`src/rtl/sew_pkg.sv`:
```
package sew_pkg;
    localparam int N_SECT  = 7;
    localparam int ADDR_W  = 17;
    localparam int BLK_LSB = 12;
    localparam int BLK_W   = ADDR_W - BLK_LSB;

    typedef enum logic [1:0] {
        ST_IDLE    = 2'd0,
        ST_COLLECT = 2'd1,
        ST_ERASE   = 2'd2
    } sew_state_t;

    typedef struct packed {
        sew_state_t        st;
        logic [N_SECT-1:0] mask;
        logic              start;
    } sew_regs_t;

    // First 4 KB block of each sector (top-boot arrangement)
    function automatic int sect_first_blk(input int idx);
        case (idx)
            0:       return 0;
            1:       return 8;
            2:       return 16;
            3:       return 24;
            4:       return 28;
            5:       return 29;
            default: return 30;
        endcase
    endfunction

    // Size of each sector in 4 KB blocks
    function automatic int sect_num_blk(input int idx);
        case (idx)
            0, 1, 2: return 8;
            3:       return 4;
            4, 5:    return 1;
            default: return 2;
        endcase
    endfunction
endpackage

```
`src/rtl/sew_sector_decode.sv`:
```
module sew_sector_decode
    import sew_pkg::*;
(
    input  logic [ADDR_W-1:0] addr,
    output logic [N_SECT-1:0] sel
);
    logic [BLK_W-1:0] blk;
    assign blk = addr[ADDR_W-1:BLK_LSB];

    for (genvar g = 0; g < N_SECT; g++) begin : g_sect
        localparam logic [BLK_W-1:0] FIRST = BLK_W'(sect_first_blk(g));
        localparam logic [BLK_W-1:0] SIZE  = BLK_W'(sect_num_blk(g));
        logic [BLK_W-1:0] offs;
        assign offs   = blk - FIRST;
        assign sel[g] = (offs < SIZE);
    end
endmodule

```
`src/rtl/sew_window_timer.sv`:
```
module sew_window_timer #(
    parameter int CYCLES = 2500
) (
    input  logic clk,
    input  logic rst_n,
    input  logic load,
    input  logic clear,
    input  logic run,
    output logic zero
);
    localparam int CNT_W = (CYCLES > 1) ? $clog2(CYCLES) : 1;
    localparam logic [CNT_W-1:0] RELOAD = CNT_W'(CYCLES - 1);

    logic [CNT_W-1:0] cnt_d, cnt_q;

    always_comb begin
        cnt_d = cnt_q;
        if (load) begin
            cnt_d = RELOAD;
        end else if (clear) begin
            cnt_d = '0;
        end else if (run && (cnt_q != '0)) begin
            cnt_d = cnt_q - 1'b1;
        end
    end

    always_ff @(posedge clk) begin
        if (!rst_n) cnt_q <= '0;
        else        cnt_q <= cnt_d;
    end

    assign zero = (cnt_q == '0);
endmodule

```
`src/rtl/sect_erase_window.sv`:
```
module sect_erase_window
    import sew_pkg::*;
#(
    parameter int CLK_MHZ    = 50,
    parameter int WIN_US     = 50,
    parameter int WIN_CYCLES = CLK_MHZ * WIN_US
) (
    input  logic              clk,
    input  logic              rst_n,
    input  logic              add_vld,
    input  logic [ADDR_W-1:0] add_addr,
    input  logic              abort,
    input  logic              suspend,
    input  logic              erase_done,
    output logic [N_SECT-1:0] sector_mask,
    output logic              win_active,
    output logic              win_expired,
    output logic              erase_start
);
    sew_regs_t         r_d, r_q;
    logic [N_SECT-1:0] add_sel;
    logic              tmr_load, tmr_clear, tmr_zero, tmr_run;

    sew_sector_decode u_dec (
        .addr (add_addr),
        .sel  (add_sel)
    );

    sew_window_timer #(.CYCLES(WIN_CYCLES)) u_tmr (
        .clk   (clk),
        .rst_n (rst_n),
        .load  (tmr_load),
        .clear (tmr_clear),
        .run   (tmr_run),
        .zero  (tmr_zero)
    );

    assign tmr_run = (r_q.st == ST_COLLECT);

    always_comb begin
        r_d       = r_q;
        r_d.start = 1'b0;
        tmr_load  = 1'b0;
        tmr_clear = 1'b0;
        case (r_q.st)
            ST_IDLE: begin
                if (add_vld) begin
                    r_d.st   = ST_COLLECT;
                    r_d.mask = add_sel;
                    tmr_load = 1'b1;
                end
            end
            ST_COLLECT: begin
                // suspend is tolerated here: it neither clears nor restarts
                if (abort) begin
                    r_d.st    = ST_IDLE;
                    r_d.mask  = '0;
                    tmr_clear = 1'b1;
                end else if (add_vld) begin
                    r_d.mask = r_q.mask | add_sel;
                    tmr_load = 1'b1;
                end else if (tmr_zero) begin
                    r_d.st    = ST_ERASE;
                    r_d.start = 1'b1;
                end
            end
            ST_ERASE: begin
                if (erase_done) begin
                    r_d.st   = ST_IDLE;
                    r_d.mask = '0;
                end
            end
            default: begin
                r_d.st   = ST_IDLE;
                r_d.mask = '0;
            end
        endcase
    end

    always_ff @(posedge clk) begin
        if (!rst_n) begin
            r_q.st    <= ST_IDLE;
            r_q.mask  <= '0;
            r_q.start <= 1'b0;
        end else begin
            r_q <= r_d;
        end
    end

    assign sector_mask = r_q.mask;
    assign win_active  = (r_q.st == ST_COLLECT);
    assign win_expired = (r_q.st == ST_ERASE);
    assign erase_start = r_q.start;

    logic unused_ok;
    assign unused_ok = suspend;
endmodule

```
`config.mk`:
```
export PLATFORM = sky130hd
export DESIGN_NAME = sect_erase_window
export DESIGN_NICKNAME = d
export VERILOG_FILES = /design/src/rtl/sew_pkg.sv /design/src/rtl/sew_sector_decode.sv /design/src/rtl/sew_window_timer.sv /design/src/rtl/sect_erase_window.sv
export SDC_FILE = /design/constraint.sdc
export NUM_CORES = 1
export LEC_CHECK = 0
export ABC_AREA = 1
export BUFFER_PORTS_ARGS = -buffer_cell sky130_fd_sc_hd__buf_2
export CAP_MARGIN = 20
export CORE_MARGIN = 8
export CORE_UTILIZATION = 42
export CTS_CLUSTER_DIAMETER = 50
export DETAILED_ROUTE_END_ITERATION = 12
export PLACE_DENSITY = 0.63
export SLEW_MARGIN = 15
export SYNTH_ARGS = -nofsm -noshare
export SYNTH_HDL_FRONTEND = slang
export SYNTH_SLANG_ARGS = --single-unit
```
`constraint.sdc`:
```
create_clock -name clk -period 1.81 [get_ports clk]
set_clock_uncertainty 0.2 [all_clocks]
set_input_delay 0.181 -clock clk [delete_from_list [all_inputs] [get_ports clk]]
set_output_delay 0.181 -clock clk [all_outputs]
set_load 0.05 [all_outputs]
```
### Yosys cells after proc, flatten, opt, wreduce, memory -nomap -nowiden

Index checks and enable logic that the tools add are counted.

| word-level totals | value |
|---|---|
| register bits | 22 |
| word-level logic and storage cells | 54 |
| bits of input ports | 23 |

| operators by class | value |
|---|---|
| reductions and logical operators | 9 |
| muxes and demuxes | 16 |
| add/subtract/negate cells | 7 |
| magnitude comparators | 7 |
| equal/unequal tests | 7 |
| bitwise logic cells | 3 |

Operators by type and width:

| kind | count |
|---|---|
| $mux 12 | 3 |
| $mux 9 | 3 |
| $pmux 9 s3 | 1 |
| $sub 5x5->5 const B | 5 |
| $lt 5x4->1 const B | 3 |
| $logic_not 12->1 | 1 |
| $reduce_bool 12->1 | 1 |
| $sub 12x1->12 const B | 1 |
| $lt 5x1->1 const B | 2 |
| $ne 3x3->1 const B | 3 |
| $mux 7 | 1 |
| $or 7x7->7 | 1 |
| $lt 5x2->1 const B | 1 |
| $lt 5x3->1 const B | 1 |
| $mux 1 | 5 |
| $sub 5x4->5 const B | 1 |
| $mux 2 | 2 |
| $ne 2x2->1 const B | 2 |
| $reduce_and 4->1 | 1 |
| $reduce_or 4->1 | 1 |
| $reduce_and 3->1 | 1 |
| $reduce_bool 3->1 | 1 |
| $reduce_or 3->1 | 1 |
| $eq 2x1->1 const B | 1 |
| 5 further kinds | 6 |

### Depth between registers and ports, before layout

| depth | value |
|---|---|
| depth in word-level cells | 6 |
| mapped depth | 11 |
| gate-level depth less buffers | 10 |

### Modules after synthesis

A second synthesis with hierarchy kept.

| second synthesis, totals | value |
|---|---|
| cell total of the unflattened synthesis | 256 |
| area total of the unflattened synthesis | 1519.0 um2 |

By module, submodules not included:

| module | times used | area each (um2) | cells an instance | seq. area each (um2) |
|---|---|---|---|---|
| sew_window_timer | 1 | 764.5 | 124 | 240.2 |
| sect_erase_window | 1 | 604.3 | 100 | 200.2 |
| sew_sector_decode | 1 | 150.1 | 32 | 0.0 |

### Least setup slack after synthesis

Ideal clock, no wire load.

| timing | value |
|---|---|
| path kind | flip-flop to flip-flop |
| from | register u_tmr.cnt_q[0] |
| to | register u_tmr.cnt_q[11] |
| arrival | 1.319 ns |
| period minus slack after synthesis | 1.647 ns |
| path buffers | 0 |
| setup slack | 0.163 ns |
| stages on the path, launching flop included | 10 |
| required time | 1.482 ns |
| cell sequence | dfxtp_1 inv_1 ha_1 nand2_4 nor2_4 nand2_2 nand3_1 nor2_1 nor2_1 nor2_1 |

| between the ends | value |
|---|---|
| longest elaborated chain between the ends | 4 |
| elaborated cells on any way between the ends | 7 |
| classes of those cells | add/sub: 1; mux: 3; reduce/logical: 3 |

Ends and longest elaborated chain:

| item | RTL line | RTL |
|---|---|---|
| start: declaration | sew_window_timer.sv:14 | `logic [CNT_W-1:0] cnt_d, cnt_q;` |
| start signal: assignment | sew_window_timer.sv:29 | `else cnt_q <= cnt_d;` |
| $sub 12x1->12 | sew_window_timer.sv:23 | `cnt_d = cnt_q - 1'b1;` |
| $mux 12 | sew_window_timer.sv:22 | `end else if (run && (cnt_q != '0)) begin` |
| $mux 12 | sew_window_timer.sv:20 | `end else if (clear) begin` |
| $mux 12 | sew_window_timer.sv:18 | `if (load) begin` |

Parallel ways exist; a longest one is shown, timed or not. The select of a mux whose other input is x is not followed.
A chain may end at the register's enable or synchronous reset.

### Final worst setup path

| timing | value |
|---|---|
| from | register r_q[8] in the netlist's numbering |
| to | output win_active |

| between the ends | value |
|---|---|
| longest elaborated chain between the ends | 1 |

Ends and longest elaborated chain:

| item | RTL line | RTL |
|---|---|---|
| start: declaration | sect_erase_window.sv:20 | `sew_regs_t r_d, r_q;` |
| start signal: assignment | sect_erase_window.sv:86 | `r_q <= r_d;` |
| $eq 2x1->1 | sect_erase_window.sv:91 | `assign win_active = (r_q.st == ST_COLLECT);` |
| end: declaration | sect_erase_window.sv:16 | `output logic win_active,` |

No other way between the ends.

==> summary.md <==
| Metric | Value |
|---|---|
| Status | finished clean |
| Placer congestion estimate | 0.8748 |
| Sequential area share after synthesis | 0.3085 |
| Die Y | 74.30 um |
| Max incr delay on CP | 0.41 ns |
| DR vias | 1405 |
| Area growth from synthesis to final layout | 18.23% |
| H-tree depth | 1 |
| Setup ws final | 0.08946 ns |
| CTS Buf Count | 3 |
| Initial core utilization | 0.4312 |
| Finish-stage setup viols | 0 |
| Final period utilization | 0.9506 |
| CTS root buffer | clkbuf_4 |
| Row count | 21 |
| Io pins | 33 |
| DRT Pass-1 Iters | 4 |
| WHS | 0.009970 ns |
| Detailed Route Iter0 Violations | 96 |
| Register bit total from synthesis | 22 |
| Switching share of power | 0.3455 |
| Crit path cell chain | inv_2 > nor2_4 > buf_2 |
| CP max stage cell | dfxtp_1 |
| First-pass GRT wire length | 5.692 mm |
| Vias in the first global route | 1336 |
| Most common library cell in the layout ignoring fill and taps | nand2_1 |
| Die Wd | 74.30 um |
| Post-Syn Nets | 252 |
| Routed WL | 3.300 mm |
| Final nets | 280 |
| Largest net degree at the start of global routing | 14 |
| Gr ovfl total | 0 |
| Mean Syn Cell Area | 6.317 sq um |
| Hold Path Class | in -> reg |
| Port-buffer cells | 19 |
| DRC violations left | 0 |
| Crit end category | primary output |
| PwrDens | 805.9 nW/um^2 |
| CTS clock-pin slew for the worst setup and hold paths | 0.15 ns |
| Die Area | 5520 sq um |
| Clock Path Buffers | 2 |
| Minimum clock period | 1.721 ns |
| Relative slew slack | 0.6419 |
| Worst setup SP type | flop |
| GRT Util Overall | 0.1272 |
| Commonest cells after routing, fill and taps aside | 63 x nand2_1, 37 x nor2_1, 25 x inv_1 |
| Crit path buf inv count | 2 |
| Clock Latency Late Sink | 0.32 ns |
| Fmax | 0.5812 GHz |
| CP max FO | 7 |
| Max Cap Viol | 0 |
| Max-slew violations | 0 |
| Initial antenna violation count | 0 |
| Final hold vios | 0 |
| Core box area | 3311 sq um |
| RSZ-0062 raised after global routing | no |
| CP Class | reg -> out |
| P_int | 0.0008903 W |
| HPWL reported at the end of detailed placement | 2.431 mm |
| Pre-CTS WS | 0.1251 ns |
| Clk pwr share | 0.293 |
| Worst path required time | 1.43 ns |
| VDD IR max | 0.0003093 V |
| Final Cell Area | 1688 sq um |
| Critical path's top delay family | flip-flops |
| Comb power frac | 0.312 |
| CTS tree | yes |
| Area after DPL | 1539 sq um |
| WP data arrival | 1.34 ns |
| Drt wl/cell | 11.04 um |
| ANT nets after route | 0 |
| Setup_tns | 0 ns |
| Via/cell ratio | 4.699 |
| Antenna diodes | 0 |
| Clock Sinks | 22 |
| Post-synth cell types | 26 |
| Layout cells sized above 1 | 0.1779 |
| Slew @ Worst Pin | 0.5352 ns |
| Sw power | 0.0004699 W |
| P_leak | 0.8472 nW |
| Mapped Cells | 226 |
| Synthesized area | 1428 sq um |
| Ys Warns | 0 |
| Flop pwr share | 0.395 |
## tightest hold or removal path: cells and delay by family
family	cells	cell delay, ns
and+or+nand+nor	2	0.16
buffers and inverters	2	0.17
## path summary, 6_finish.rpt
path	from	to	slack (ns)	cells after the start
max reg2reg	u_tmr.cnt_q[0]$_SDFFE_PN0P_	u_tmr.cnt_q[7]$_SDFFE_PN0P_	0.10	11
min reg2reg	sector_mask[6]$_SDFFE_PN0P_	sector_mask[6]$_SDFFE_PN0P_	0.28	2
max	r_q[8]$_SDFFE_PN0P_	win_active	0.09	3
min	add_vld	erase_start$_SDFF_PP0_	0.01	4
## registers in the layout, indices dropped and copies added, names as in the netlist
| register | cells |
|---|---|
| u_tmr.cnt_q | 12 |
| sector_mask | 7 |
| r_q | 2 |
| erase_start | 1 |
## logic make-up after synthesis
logic type               Yosys count  share of synthesized area
AND/OR/NAND/NOR                  137                     0.4303
buffers and inverters             38                     0.1262
flip-flops                        22                     0.3085
AO/OA/AOI/OAI                     20                    0.07187
XOR/XNOR                           6                    0.03681
adder cells (fa/ha/maj)            3                    0.02630
## synth_stat cells (all sizes together)
| master | n | area (sq um) |
|---|---|---|
| nand2 | 66 | 265.3 |
| a21oi | 14 | 70.07 |
| dfxtp | 22 | 440.4 |
| clkbuf | 1 | 3.750 |
| nand4 | 5 | 31.28 |
| nor3 | 5 | 30.03 |
| nand3b | 1 | 7.510 |
| o21bai | 1 | 7.510 |
| o21ai | 5 | 25.02 |
| xnor2 | 2 | 17.52 |
| xor2 | 4 | 35.03 |
| nor2 | 41 | 178.9 |
| inv | 29 | 108.9 |
| nor4 | 1 | 6.260 |
| nand3 | 18 | 95.09 |
| ha | 3 | 37.54 |
| buf | 8 | 67.56 |
## area by class of cell
| type | count | area, sq um |
|---|---|---|
| clock inverters | 1 | 30.03 |
| inverters | 29 | 108.9 |
| well taps | 46 | 57.56 |
| repair buffers | 31 | 200.2 |
| multi-input cells | 167 | 828.3 |
| flip-flops and latches | 22 | 440.4 |
| clock buffers | 3 | 22.52 |
| fillers | 369 | 1623 |
## per-layer routing
| metal | track usage | vias to the layer above | share of wire |
|---|---|---|---|
| li1 | - | 754 | - |
| met5 | 0 | - | 0 |
| met1 | 0.1607 | 626 | 0.48 |
| met4 | 0.03043 | 0 | 0.0045 |
| met3 | 0.02426 | 2 | 0.052 |
| met2 | 0.2158 | 23 | 0.46 |
## metrics by stage
step / util / cells / total power [W]
finish: 0.5098 / 299 / 0.001360
global route: 0.5098 / 299 / 0.001450
CTS: 0.4989 / 296 / 0.001338
detailed placement: 0.4649 / 286 / 0.0009397
global placement: 0.4649 / 286 / 0.0009375
floorplan: - / 226 / 0.0008566
## power by group through the flow
stage	Clock, W	Combinational, W	Sequential, W
final	0.000398	0.000424	0.000538
after global placement	0	0.000389	0.000548
after floorplan	0	0.000314	0.000542
after detailed placement	0	0.000392	0.000548
after global routing	0.000420	0.000488	0.000542
after CTS	0.000397	0.000404	0.000538
## repair_timing
action | 4_1_cts | 5_1_grt
hold buffers | 6 | 0
hold endpoints to repair | 9 | 0
setup endpoints to repair | 0 | 7
setup buffers | 0 | 2
gates resized for setup | 0 | 4
Power figures use the tool's default switching activity.
